<file path="config.mk">
export PLATFORM = sky130hd
export DESIGN_NAME = fsel_strap_ctrl
export DESIGN_NICKNAME = d
export VERILOG_FILES = /design/src/rtl/fsel_strap_ctrl.sv
export SDC_FILE = /design/constraint.sdc
export NUM_CORES = 1
export LEC_CHECK = 0
export ABC_AREA = 1
export BUFFER_PORTS_ARGS = -buffer_cell sky130_fd_sc_hd__buf_4
export CAP_MARGIN = 20
export CORE_AREA = 10 10 47 49
export CTS_BUF_LIST = sky130_fd_sc_hd__clkbuf_16
export DETAILED_ROUTE_END_ITERATION = 6
export DIE_AREA = 0 0 57 59
export GPL_ROUTABILITY_DRIVEN = 0
export HOLD_SLACK_MARGIN = 0.06
export SLEW_MARGIN = 20
export SYNTH_ARGS = -nofsm -noshare
export SYNTH_HDL_FRONTEND = slang
export SYNTH_SLANG_ARGS = --single-unit
</file>
<file path="constraint.sdc">
create_clock -name clk -period 0.9 [get_ports clk]
set_clock_uncertainty 0.05 [all_clocks]
set_input_delay 0.045 -clock clk [delete_from_list [all_inputs] [get_ports clk]]
set_output_delay 0.045 -clock clk [all_outputs]
set_load 0.05 [all_outputs]
</file>
<file path="src/rtl/fsel_strap_ctrl.sv">
module fsel_strap_ctrl #(
  parameter int MHZ_W = 9
) (
  input  logic             clk,
  input  logic             rst_n,
  input  logic             pwrgd_n,
  input  logic [1:0]       strap_a,
  input  logic [1:0]       strap_b,
  input  logic             tbl_dbl,
  output logic [MHZ_W-1:0] cpu_mhz,
  output logic             locked,
  output logic             test_mode,
  output logic             test_hiz,
  output logic             rb_a,
  output logic             rb_b
);
  localparam logic [1:0] LVL_MID = 2'b01;

  logic [1:0] sync_q;
  logic       lock_q, tmode_q;
  logic [1:0] code_q;
  logic [MHZ_W-1:0] mhz_sel;

  always_ff @(posedge clk or negedge rst_n)
    if (!rst_n) sync_q <= 2'b11;
    else        sync_q <= {sync_q[0], pwrgd_n};

  wire take = !lock_q && !sync_q[1];

  always_ff @(posedge clk or negedge rst_n)
    if (!rst_n) begin
      lock_q  <= 1'b0;
      tmode_q <= 1'b0;
      code_q  <= 2'b00;
    end else if (take) begin
      lock_q  <= 1'b1;
      tmode_q <= (strap_b == LVL_MID);
      code_q  <= {strap_a[1], strap_b[1]};
    end

  always_comb
    case ({tbl_dbl, code_q})
      3'b000:  mhz_sel = MHZ_W'(100);
      3'b001:  mhz_sel = MHZ_W'(200);
      3'b010:  mhz_sel = MHZ_W'(133);
      3'b011:  mhz_sel = MHZ_W'(166);
      3'b100:  mhz_sel = MHZ_W'(200);
      3'b101:  mhz_sel = MHZ_W'(400);
      3'b110:  mhz_sel = MHZ_W'(266);
      default: mhz_sel = MHZ_W'(333);
    endcase

  assign cpu_mhz   = (lock_q && !tmode_q) ? mhz_sel : '0;
  assign locked    = lock_q;
  assign test_mode = tmode_q;
  assign test_hiz  = tmode_q & strap_a[1];
  assign rb_a      = code_q[1];
  assign rb_b      = code_q[0];
endmodule


</file>
=== Word-level counts from Yosys, hierarchy flattened ===
Cells that the tools add are included.

* Input port bits: 8
* Logic and storage cells: 21
* Output and inout bits: 14
* Register bits after elaboration: 6

* Equal/unequal tests: 7
* Bitwise gates (word level): 1
* Reduce and logical (&&, ||, !) cells: 7
* Mux-type cells: 2

{| class="wikitable"
|+ Operators by type and width
! cell !! count
|-
| case mux 9 bit (6 select lines) || 1
|-
| == test 3 bit, second input constant || 3
|-
| 2-to-1 mux 9 bit || 1
|-
| == test 3 x 2 -> 1 bit, second input constant || 2
|-
| == test 3 x 1 -> 1 bit, second input constant || 1
|-
| zero test 1 bit || 3
|-
| zero test 3 bit || 1
|-
| == test 2 x 1 -> 1 bit, second input constant || 1
|-
| logical AND 1 bit || 2
|-
| OR reduction 2 bit || 1
|-
| AND 1 bit || 1
|}

=== Depth between registers and ports, before layout ===
* Depth after elaboration: 4
* Depth in mapped cells: 6
* Depth with buffers taken out: 5

=== Worst setup path before layout ===
Ideal clock, no wire load.

* Kind: reg-to-output
* Start: reg lock_q (netlist: locked)
* End: out cpu_mhz[4]
* Slack: -1,243 ps
* Stages on the path, launching flop included: 5
* Required time: 805 ps
* Arrival: 2,048 ps
* Cells stage by stage: dfrtp_1 -> inv_1 -> nor2_4 -> inv_2 -> nor3_1

* Word-level cells in the longest chain between the ends: 2

{| class="wikitable"
|+ Ends and longest elaborated chain
! what !! line !! source
|-
| start: declaration || 20 || <nowiki>logic lock_q, tmode_q;</nowiki>
|-
| start signal: assignment || 32 || <nowiki>lock_q <= 1'b0;</nowiki>
|-
| start signal: assignment || 36 || <nowiki>lock_q <= 1'b1;</nowiki>
|-
| logical AND 1 bit || 53 || <nowiki>assign cpu_mhz = (lock_q && !tmode_q) ? mhz_sel : '0;</nowiki>
|-
| 2-to-1 mux 9 bit || 53 ||
|-
| end: declaration || 10 || <nowiki>output logic [MHZ_W-1:0] cpu_mhz,</nowiki>
|}

No other way between the ends.

=== Worst setup path in the final report ===
* Start: reg code_q[1]
* End: out cpu_mhz[4]

* Word-level cells in the longest chain between the ends: 4
* Elaborated cells on any way between the ends: 10

{| class="wikitable"
|+ Ends and longest elaborated chain
! what !! line !! source
|-
| start: declaration || 21 || <nowiki>logic [1:0] code_q;</nowiki>
|-
| start signal: assignment || 38 || <nowiki>code_q <= {strap_a[1], strap_b[1]};</nowiki>
|-
| == test 3 bit / == test 3 x 1 -> 1 bit (equally long branches) || 42 || <nowiki>case ({tbl_dbl, code_q})</nowiki>
|-
| OR reduction 2 bit (no source line) || n/a ||
|-
| case mux 9 bit (6 select lines) (*) || 42 ||
|-
| 2-to-1 mux 9 bit (*) || 53 ||
|}

Mark *: on every way between the ends. The rest lies on a longest branch, timed or not.

==> impl_metrics.py <==
metrics = {
    "drt": {
        "vias": 518,
        "vias_per_cell": 4.752,
        "wl_um": 1582,
        "antenna_left": 0,
        "routedWlPerCell_um": 14.51,
        "drt-pass1-iter-count": 4,
        "drtIter0Drc": 4,
        "route.detailed.drc": 0,
    },
    "final_layout": {
        "drive_gt1_share_pct": 83.87,
        "fill_cells": 103,
        "fin_nets": 102,
        "num_antenna_cells": 0,
        "final_common_cell": "buf_4",
        "final_core_util_pct": 75.89,
        "layout_common_cells": "buf_4, buf_6, nand2_1",
        "syn_to_final_growth_pct": 191.1,
    },
    "sta": {
        "setup_ws_ns": -0.5031,
        "finalSetupViolCount": 17,
        "worst_pin_slew_ns": 0.3134,
        "post-route-period-util_pct": 155.9,
        "drv_slew": 0,
        "slew_headroom_pct": 79.11,
        "rsz0062_at_grt": "yes",
        "hold_viol": 0,
        "final.setup.tns_ns": -6.170,
        "max_freq_mhz": 712.7,
        "min_period_ns": 1.403,
    },
    "grt": {
        "antenna_found_initial": 0,
        "grt_max_degree": 9,
        "grt_remaining_overflow": 0,
        "grt_pass1_wl_um": 2332,
        "grt_pass1_vias": 519,
        "track_usage_pct": 8.857,
    },
    "run_status": {
        "status": "complete, but fails checks",
        "failed_checks": "negative setup slack",
    },
    "setup_path": {
        "cp.required_ns": 0.81,
        "endpoint_kind": "output port",
        "cp-start-kind": "register",
        "reg2reg_depth": 4,
        "cp-startpoint": "code_q[1]",
        "worstPathArrival_ns": 1.31,
        "cp_max_fo": 6,
        "r2r-start": "locked",
        "crit_type": "register to output port",
    },
    "clock_network": {
        "h-tree-depth": 1,
        "cts_num_sinks": 6,
        "insertion_delay_ns": 0.23,
        "cts_buffer_depth": 2,
        "root_buffer": "clkbuf_16",
        "cts_tree": "built",
        "cts_made_buffers": 3,
        "cts.clk_slew.worst_paths_ns": 0.03,
    },
    "pwr": {
        "combPwrFrac_pct": 32.8,
        "irDropWorstVdd_mv": 1.262,
        "p_int_mw": 1.084,
        "p_clk_share_pct": 47.1,
        "p_sw_share_pct": 30.18,
        "power_density_mw_per_mm2": 1460,
        "p_sw_mw": 0.4686,
        "seq_power_share_pct": 20.2,
        "p_leak_nw": 0.4724,
    },
    "floorplanning": {
        "core_area_mm2": 0.001401,
        "start_util_pct": 26.07,
        "dieWidth_um": 57,
        "io_pins": 22,
        "fp-row-count": 14,
        "chipHeight_um": 59,
        "dieArea_mm2": 0.003363,
    },
    "hold_path": {
        "min_from": "strap_a[1]",
        "hold_depth": 3,
        "min_path_type": "input port to register",
    },
    "logic_synthesis": {
        "netlist_area_um2": 365.4,
        "syn_nets": 55,
        "synth_area_per_cell_um2": 7.773,
        "yosys_register_bits": 6,
        "syn_inst": 47,
        "ys_types": 17,
        "ys_seq_area_share_pct": 41.78,
        "yosysWarnings": 0,
    },
    "placement": {
        "place.detailed.hpwl_um": 1029,
        "io_buffers": 20,
    },
    "flow_run": {
        "drv_cap": 0,
    },
}
## registers in the layout, summed over array words and instances, names as in the netlist
name and cells:
code_q 2, sync_q 2, locked 1, test_mode 1
## worst max-delay path, cell delays in order, from the launching register on
cell     delay [ns]
dfrtp_4        0.52
inv_8          0.10
nand2_2        0.08
nor3_4         0.19
buf_6          0.18
## cell type report
cell class | instances | area, um2 | share of cell area (%)
clock buffers | 3 | 75.07 | 7.059
clock inverters | 1 | 3.754 | 0.3529
inverters | 7 | 53.80 | 5.059
multi-input cells | 33 | 327.8 | 30.82
flip-flops and latches | 6 | 160.2 | 15.06
well taps | 16 | 20.02 | 1.882
repair buffers | 43 | 422.9 | 39.76
## cell usage after synthesis
library cell | instances | area (um2)
nand2_1 | 9 | 33.78
nor2_4 | 1 | 11.26
nor2_2 | 2 | 12.51
inv_1 | 4 | 15.01
inv_2 | 3 | 11.26
dfstp_2 | 2 | 52.55
dfrtp_1 | 4 | 100.1
nor3_1 | 2 | 10.01
or2_4 | 1 | 8.760
xnor2_1 | 1 | 8.760
nor3_2 | 1 | 10.01
nand2_2 | 2 | 12.51
o21ai_1 | 2 | 10.01
a21oi_1 | 6 | 30.03
nand3_1 | 4 | 20.02
buf_6 | 1 | 11.26
nor2_1 | 2 | 7.510
## kinds of logic (layout without fill, tap and decap cells)
logic type | after synthesis | in the layout | synth area share, %
and+or+nand+nor | 24 | 24 | 34.59
AOI/OAI and AO/OA | 8 | 8 | 10.96
buffers and inverters | 8 | 54 | 10.27
DFF | 6 | 6 | 41.78
xor gates and xnor gates | 1 | 1 | 2.398
## timing repair
item | in CTS | in global routing
hold buffers | 4 | 0
endpoints found under the setup margin | 17 | 17
gates resized for setup | 22 | 16
setup buffers | 4 | 6
hold endpoints to repair | 9 | 0
pin swaps | 1 | 5
## metal layers
| layer | wire [um] | track usage (%) |
|---|---|---|
| met1 | 563 | 8.415 |
| met2 | 887 | 15.35 |
| met3 | 101 | 4.292 |
| met4 | 29 | 5.034 |
| met5 | 0 | 0 |
## through the flow
step / hold WS [ns] / worst slack, ns / total power, mW / cell area [um2] / cells
after floorplan: -0.3006 / -0.5058 / 0.5822 / 508.0 / 47
after detailed placement: -0.1919 / -0.3024 / 0.7183 / 742.0 / 92
after CTS: 0.06564 / -0.4942 / 1.529 / 973.4 / 104
after global routing: 0.09127 / -0.5778 / 1.613 / 1064 / 109
after global placement: -0.1945 / -0.3036 / 0.7156 / 742.0 / 92
final: 0.06421 / -0.5031 / 1.553 / 1064 / 109
## worst paths after layout
check | to | slack (ns)
worst max-delay path | cpu_mhz[4] | -0.50
worst min-delay path | code_q[1] | 0.06
worst max register to register | code_q[1] | -0.26
worst min register to register | sync_q[1] | 0.30
max in group asynchronous | sync_q[0] | 0.47
min in group asynchronous | locked | 0.13
## power by group through the flow
| stage | clock (mW) | combinational [mW] | sequential (mW) |
|---|---|---|---|
| global route | 0.761 | 0.536 | 0.316 |
| global placement | 0 | 0.404 | 0.312 |
| floorplan | 0 | 0.252 | 0.331 |
| detailed placement | 0 | 0.405 | 0.313 |
| CTS | 0.742 | 0.476 | 0.310 |
| finish | 0.731 | 0.509 | 0.313 |
Power figures use the tool's default switching activity.
